**src/rtl/dref_pkg.sv**
```systemverilog
package dref_pkg;

    typedef enum logic [2:0] {
        CY_IDLE,
        CY_SETUP,
        CY_CAS,
        CY_RAS,
        CY_PRE
    } cyc_st_e;

    typedef enum logic [1:0] {
        SQ_PAUSE,
        SQ_INIT,
        SQ_RUN
    } seq_st_e;

    typedef struct packed {
        logic ras_n;
        logic cas_n;
        logic we_n;
    } strobe_t;

    // Round a nanosecond figure up to whole clock cycles, never below one.
    function automatic int ns2cyc(input int ns, input int clk_ns);
        int c;
        c = (ns + clk_ns - 1) / clk_ns;
        if (c < 1) c = 1;
        return c;
    endfunction

    localparam int DEF_PAUSE_CYC    = 20000; // 200 us at 10 ns
    localparam int DEF_INTERVAL_CYC = 1560;  // 16 ms / 1024 rows at 10 ns
    localparam int DEF_INIT_REFS    = 8;
    localparam int DEF_MAX_PEND     = 8;

endpackage

```
**src/rtl/dref_backlog.sv**
```systemverilog
module dref_backlog #(
    parameter int INTERVAL_CYC = 1560,
    parameter int MAX_PEND     = 8
) (
    input  logic                          clk,
    input  logic                          rst,
    input  logic                          en,
    input  logic                          take,
    output logic [$clog2(MAX_PEND+1)-1:0] count
);
    localparam int IW = $clog2(INTERVAL_CYC + 1);
    localparam int PW = $clog2(MAX_PEND + 1);

    logic [IW-1:0] ival_q;
    logic          tick;
    logic          inc;
    logic          dec;

    assign tick = en && (ival_q == IW'(INTERVAL_CYC - 1));
    assign inc  = tick && (count != PW'(MAX_PEND));
    assign dec  = take && (count != '0);

    always_ff @(posedge clk) begin
        if (rst || !en) begin
            ival_q <= '0;
        end else if (tick) begin
            ival_q <= '0;
        end else begin
            ival_q <= ival_q + 1'b1;
        end
    end

    always_ff @(posedge clk) begin
        if (rst) begin
            count <= '0;
        end else if (inc && !dec) begin
            count <= count + 1'b1;
        end else if (dec && !inc) begin
            count <= count - 1'b1;
        end
    end

    AST_BACKLOG_MAX: assert property (@(posedge clk) disable iff (rst)
        count <= PW'(MAX_PEND));
    AST_BACKLOG_STEP: assert property (@(posedge clk) disable iff (rst)
        (count == $past(count)) || (count == $past(count) + 1'b1)
        || (count == $past(count) - 1'b1));

endmodule

```
**src/rtl/dref_cbr_cycle.sv**
```systemverilog
module dref_cbr_cycle
    import dref_pkg::*;
#(
    parameter int CLK_NS   = 10,
    parameter int T_RPC_NS = 5,
    parameter int T_CSR_NS = 10,
    parameter int T_CHR_NS = 10,
    parameter int T_RAS_NS = 60,
    parameter int T_RP_NS  = 40,
    parameter int RAS_ONLY = 0,
    parameter int ADDR_W   = 11,
    parameter int ROWS     = 1024
) (
    input  logic              clk,
    input  logic              rst,
    input  logic              start,
    output logic              busy,
    output strobe_t           strb,
    output logic [ADDR_W-1:0] addr
);
    localparam int RPC_C = ns2cyc(T_RPC_NS, CLK_NS);
    localparam int CSR_C = ns2cyc(T_CSR_NS, CLK_NS);
    localparam int CHR_C = ns2cyc(T_CHR_NS, CLK_NS);
    localparam int RAS_C = ns2cyc(T_RAS_NS, CLK_NS);
    localparam int RP_C  = ns2cyc(T_RP_NS, CLK_NS);
    localparam int CW    = $clog2(RPC_C + CSR_C + RAS_C + RP_C + 1);
    localparam int ROW_W = (ROWS > 1) ? $clog2(ROWS) : 1;

    cyc_st_e       st;
    logic [CW-1:0] cnt;
    logic          last;
    logic          done;

    always_comb begin
        case (st)
            CY_SETUP: last = (cnt == CW'(RPC_C - 1));
            CY_CAS:   last = (cnt == CW'(CSR_C - 1));
            CY_RAS:   last = (cnt == CW'(RAS_C - 1));
            CY_PRE:   last = (cnt == CW'(RP_C - 1));
            default:  last = 1'b0;
        endcase
    end

    assign busy = (st != CY_IDLE);
    assign done = (st == CY_PRE) && last;

    always_ff @(posedge clk) begin
        if (rst) begin
            st  <= CY_IDLE;
            cnt <= '0;
        end else begin
            case (st)
                CY_IDLE: begin
                    cnt <= '0;
                    if (start) st <= CY_SETUP;
                end
                CY_SETUP: begin
                    cnt <= last ? '0 : cnt + 1'b1;
                    if (last) st <= (RAS_ONLY != 0) ? CY_RAS : CY_CAS;
                end
                CY_CAS: begin
                    cnt <= last ? '0 : cnt + 1'b1;
                    if (last) st <= CY_RAS;
                end
                CY_RAS: begin
                    cnt <= last ? '0 : cnt + 1'b1;
                    if (last) st <= CY_PRE;
                end
                CY_PRE: begin
                    cnt <= last ? '0 : cnt + 1'b1;
                    if (last) st <= CY_IDLE;
                end
                default: st <= CY_IDLE;
            endcase
        end
    end

    always_comb begin
        strb.ras_n = (st != CY_RAS);
        strb.we_n  = 1'b1;
        if (RAS_ONLY != 0) begin
            strb.cas_n = 1'b1;
        end else begin
            strb.cas_n = !((st == CY_CAS) || ((st == CY_RAS) && (cnt < CW'(CHR_C))));
        end
    end

    generate
        if (RAS_ONLY != 0) begin : g_row
            logic [ROW_W-1:0] row_q;
            always_ff @(posedge clk) begin
                if (rst) begin
                    row_q <= '0;
                end else if (done) begin
                    row_q <= (row_q == ROW_W'(ROWS - 1)) ? '0 : row_q + 1'b1;
                end
            end
            assign addr = busy ? ADDR_W'(row_q) : '0;
        end else begin : g_zero
            assign addr = '0;
        end
    endgenerate

    AST_CAS_FIRST: assert property (@(posedge clk) disable iff (rst)
        ((RAS_ONLY == 0) && $fell(strb.ras_n)) |-> $past(!strb.cas_n));
    AST_CAS_HOLD: assert property (@(posedge clk) disable iff (rst)
        ((RAS_ONLY == 0) && $fell(strb.ras_n)) |-> !strb.cas_n);

endmodule

```
**src/rtl/dref_seq.sv**
```systemverilog
module dref_seq
    import dref_pkg::*;
#(
    parameter int CLK_NS       = 10,
    parameter int PAUSE_CYC    = DEF_PAUSE_CYC,
    parameter int INTERVAL_CYC = DEF_INTERVAL_CYC,
    parameter int INIT_REFS    = DEF_INIT_REFS,
    parameter int MAX_PEND     = DEF_MAX_PEND,
    parameter int T_RPC_NS     = 5,
    parameter int T_CSR_NS     = 10,
    parameter int T_CHR_NS     = 10,
    parameter int T_RAS_NS     = 60,
    parameter int T_RP_NS      = 40,
    parameter int RAS_ONLY     = 0,
    parameter int ADDR_W       = 11,
    parameter int ROWS         = 1024
) (
    input  logic                          clk,
    input  logic                          rst,
    input  logic                          ref_gnt,
    output logic                          ref_req,
    output logic                          bus_own,
    output logic                          ras_n,
    output logic                          cas_n,
    output logic                          we_n,
    output logic [ADDR_W-1:0]             addr,
    output logic                          init_done,
    output logic [$clog2(MAX_PEND+1)-1:0] backlog
);
    localparam int PCW = $clog2(PAUSE_CYC + 1);
    localparam int ICW = $clog2(INIT_REFS + 1);

    seq_st_e        st;
    logic [PCW-1:0] pause_q;
    logic [ICW-1:0] init_left;
    logic           cyc_busy;
    logic           start;
    strobe_t        strb;

    assign init_done = (st == SQ_RUN);

    always_comb begin
        start = 1'b0;
        if (!cyc_busy) begin
            if (st == SQ_INIT) start = (init_left != '0);
            else if (st == SQ_RUN) start = (backlog != '0) && ref_gnt;
        end
    end

    always_ff @(posedge clk) begin
        if (rst) begin
            st        <= SQ_PAUSE;
            pause_q   <= '0;
            init_left <= ICW'(INIT_REFS);
        end else begin
            case (st)
                SQ_PAUSE: begin
                    pause_q <= pause_q + 1'b1;
                    if (pause_q == PCW'(PAUSE_CYC - 1)) st <= SQ_INIT;
                end
                SQ_INIT: begin
                    if (start) init_left <= init_left - 1'b1;
                    if ((init_left == '0) && !cyc_busy) st <= SQ_RUN;
                end
                default: st <= SQ_RUN;
            endcase
        end
    end

    dref_backlog #(
        .INTERVAL_CYC(INTERVAL_CYC),
        .MAX_PEND    (MAX_PEND)
    ) u_backlog (
        .clk  (clk),
        .rst  (rst),
        .en   (init_done),
        .take (start && init_done),
        .count(backlog)
    );

    dref_cbr_cycle #(
        .CLK_NS  (CLK_NS),
        .T_RPC_NS(T_RPC_NS),
        .T_CSR_NS(T_CSR_NS),
        .T_CHR_NS(T_CHR_NS),
        .T_RAS_NS(T_RAS_NS),
        .T_RP_NS (T_RP_NS),
        .RAS_ONLY(RAS_ONLY),
        .ADDR_W  (ADDR_W),
        .ROWS    (ROWS)
    ) u_cycle (
        .clk  (clk),
        .rst  (rst),
        .start(start),
        .busy (cyc_busy),
        .strb (strb),
        .addr (addr)
    );

    assign ras_n   = strb.ras_n;
    assign cas_n   = strb.cas_n;
    assign we_n    = strb.we_n;
    assign bus_own = cyc_busy;
    assign ref_req = init_done && ((backlog != '0) || cyc_busy);

    AST_GRANT_BEFORE_START: assert property (@(posedge clk) disable iff (rst)
        (init_done && start) |-> ref_gnt);
    AST_START_WHEN_IDLE: assert property (@(posedge clk) disable iff (rst)
        start |-> !bus_own);
    AST_INIT_STICKY: assert property (@(posedge clk) disable iff (rst)
        $past(init_done) |-> init_done);
    AST_QUIET_UNOWNED: assert property (@(posedge clk) disable iff (rst)
        !bus_own |-> (ras_n && cas_n));

endmodule

```
**config.mk**
```make
export PLATFORM = sky130hd
export DESIGN_NAME = dref_seq
export DESIGN_NICKNAME = d
export VERILOG_FILES = /design/src/rtl/dref_pkg.sv /design/src/rtl/dref_backlog.sv /design/src/rtl/dref_cbr_cycle.sv /design/src/rtl/dref_seq.sv
export SDC_FILE = /design/constraint.sdc
export NUM_CORES = 1
export LEC_CHECK = 0
export ABC_AREA = 0
export BUFFER_PORTS_ARGS = -buffer_cell sky130_fd_sc_hd__buf_2
export CORE_UTILIZATION = 60
export DETAILED_ROUTE_END_ITERATION = 6
export GPL_ROUTABILITY_DRIVEN = 0
export GPL_TIMING_DRIVEN = 0
export PLACE_DENSITY = 0.81
export SLEW_MARGIN = 10
export SYNTH_ARGS = -nofsm -noshare
export SYNTH_HDL_FRONTEND = slang
export SYNTH_SLANG_ARGS = --single-unit
```
**constraint.sdc**
```tcl
create_clock -name clk -period 6.1 [get_ports clk]
set_input_delay 0.915 -clock clk [delete_from_list [all_inputs] [get_ports clk]]
set_output_delay 0.915 -clock clk [all_outputs]
set_load 0.005 [all_outputs]
```
==> results_dict.tcl <==
set metrics [dict create \
    synth_top_area_frac 0.374 \
    antenna_found_initial 0 \
    critical_path.endpoint "u_backlog.count[3]$_SDFFE_PP0P_" \
    sw_frac_of_total 0.231 \
    crit_type "reg -> reg" \
    path_max_fanout 4 \
    synth_largest_area_cell "dfxtp_1" \
    drt-met1-wl_mm 1.97 \
    met3RoutedLength_um 160 \
    p_per_area_nw_per_um2 206 \
    syn2layout_area_growth_pct 11.0 \
    synth_edf_count 0 \
    htree_levels 2 \
    pwr-share-comb 0.077 \
    post_cts_buffers 0 \
    syn_area_um2 2300 \
    post-route-period-util 0.469 \
    seq_area_frac_synth 0.374 \
    insertion_delay_ns 0.30 \
    r2r_start "u_backlog.ival_q[0]$_SDFF_PP0_" \
    report.final.slew_viol_count 0 \
    synthArstFlopShare 0 \
    synthFlopType "dfxtp_1" \
    clockRootBuffer "clkbuf_8" \
    power_frac_seq 0.546 \
    slew_headroom 0.580 \
    drive_gt1_frac 0.137 \
    cts_resized 0 \
    grt_pass1_wl_mm 7.07 \
    viasPerCell 5.22 \
    place_inst 340 \
    ys_ff_latch 43 \
    core-area_um2 3660 \
    port_buffers 11 \
    wl_per_cell_um 11.7 \
    die_w_um 64.0 \
    yosys-top-cells-area "dfxtp_1 37%, nor2_1 6.8%, xor2_1 6.1%" \
    dieArea_um2 4090 \
    cts_hold_buf 0 \
    via_count 1817 \
    cts_buffers 5 \
    tightest_slew_ns 0.624 \
    ir_drop_mv 0.166 \
    topRoutingLayerUsed "met4" \
    crit_start "u_backlog.ival_q[0]$_SDFF_PP0_" \
    intPower_uw 405 \
    setup_ws_ns 3.24 \
    skew_ns 0.00642 \
    route.detailed.drc 0 \
    crit_path_start_kind "flip-flop" \
    ys_types 47 \
    grt_util_all_layers 0.223 \
    nets 313 \
    clk_pin_slew_ns 0.07 \
    p_sw_uw 122 \
    avgSynthCellArea_um2 8.50 \
    drt-total-wl_mm 4.07 \
    ff2ff_path_depth 11 \
    hold_path_class "reg -> reg" \
    floorplan.rows 22 \
    firstDrtPassIters 4 \
    numClockSinks 43 \
    max_cap_violations 0 \
    critPathCaptureType "flip-flop" \
    yosys-top-cells-count "43 x dfxtp_1, 42 x nor2_1, 17 x nand2_1" \
    antennaDiodeCount 0 \
    wl_met2_mm 1.89 \
    instances_no_fill 348 \
    die_h_um 64.0 \
    rsz0062_at_grt "false" \
    cellLeakagePower_uw 0.000996 \
    grt_max_degree 13 \
    fin_crit_ns 2.86 \
    setup_violations 0 \
    r2r_slack_ns 3.24 \
    hold_viol 0 \
    grt.overflow.total 0 \
    cp_data_arrival_time_ns 3.05 \
    fmax_mhz 350 \
    outcome "completed" \
    initial_core_util 0.629 \
    synth_most_common_cell "dfxtp_1" \
    clockPowerShare 0.378 \
    cts_tree "yes" \
    drt_iter0_markers 72 \
    pre_cts_slack_ns 3.23 \
    syn_inst 271 \
    reg2reg_to "u_backlog.count[3]$_SDFFE_PP0P_" \
    ys_warn_count 0 \
    ios 24 \
    clock_path_buffers 2 \
    grt_pass1_vias 1695 \
    ant_nets 0 \
    fin_tns_setup_ns 0 \
    dpl.hpwl_mm 3.00 \
    crit_required_ns 6.29 \
]
==> registers in the layout (all words and copies together) (netlist names) <==
signal,cells
pause_q,15
u_backlog.ival_q,11
init_left,4
u_backlog.count,4
u_cycle.cnt,4
u_cycle.st,3
st,2
==> cell families (layout without fill, tap and decap cells) <==
group	after synthesis	count (layout)	share of synthesized area
other cells	2	12	0.00326
simple gates	124	124	0.295
fa+ha+maj	11	11	0.0630
xor+xnor	26	26	0.0989
compound gates	32	32	0.0815
buf+inv	30	49	0.0712
mux	3	3	0.0136
flops	43	43	0.374
==> cells in the final DEF (no fill, tap or decap), types with 3 or more instances in the layout <==
cell type / count
a21oi_1: 16
and3_1: 5
buf_2: 13
buf_4: 13
clkbuf_1: 6
clkbuf_8: 7
conb_1: 12
dfxtp_1: 43
ha_1: 10
inv_1: 10
nand2_1: 17
nand3_1: 9
nand4_1: 8
nor2_1: 42
nor2b_1: 4
nor3_1: 8
nor4bb_1: 3
o21ai_0: 6
or3_1: 4
or4_1: 4
xnor2_1: 10
xor2_1: 16
==> layer usage <==
metal / global-route usage / vias to the layer above
li1: - / 962
met1: 0.256 / 826
met2: 0.387 / 23
met3: 0.0768 / 6
met4: 0.0710 / 0
met5: 0 / -
==> worst max-delay path, stage by stage (launching register included) <==
cell and delay, ns:
dfxtp_1 0.36, ha_1 0.22, nand4b_1 0.11, nor4_1 0.40
and3_1 0.23, ha_1 0.17, inv_1 0.10, ha_1 0.33
a21oi_1 0.21, a211oi_1 0.10, a31oi_1 0.17, mux2_2 0.35
==> through the flow <==
stage | util | hold slack [ns] | power (uW) | area, um2
after floorplan | - | 0.418 | 326 | 2340
after global placement | 0.671 | 0.433 | 334 | 2460
after detailed placement | 0.671 | 0.444 | 335 | 2460
after CTS | 0.698 | 0.459 | 531 | 2560
after global routing | 0.698 | 0.474 | 550 | 2560
final | 0.698 | 0.456 | 527 | 2560
==> worst min path at each step <==
stage	startpoint	to	cells after the start
floorplan	u_backlog.ival_q[0]$_SDFF_PP0_	u_backlog.ival_q[0]$_SDFF_PP0_	1
global placement	u_backlog.ival_q[0]$_SDFF_PP0_	u_backlog.ival_q[0]$_SDFF_PP0_	1
detailed placement	u_backlog.ival_q[0]$_SDFF_PP0_	u_backlog.ival_q[0]$_SDFF_PP0_	1
CTS	u_backlog.ival_q[0]$_SDFF_PP0_	u_backlog.ival_q[0]$_SDFF_PP0_	1
global route	u_backlog.ival_q[0]$_SDFF_PP0_	u_backlog.ival_q[0]$_SDFF_PP0_	1
finish	u_backlog.ival_q[0]$_SDFF_PP0_	u_backlog.ival_q[0]$_SDFF_PP0_	1
==> cell type report <==
cell class,count,area (um2)
repair buffers,11,55.1
well taps,48,60.1
plain buffers,20,126
multi-input cells,208,1320
fillers,315,1100
inverters,10,37.5
clock buffers,8,100
flip-flops and latches,43,861
==> power by group through the flow <==
stage	combinational (uW)	sequential, uW	clock, uW
floorplan	32.5	293	0
global placement	40.0	294	0
detailed placement	40.3	294	0
CTS	40.5	287	204
global route	46.7	288	215
finish	40.5	288	199
Note: power is estimated with default switching activity, not from simulation.
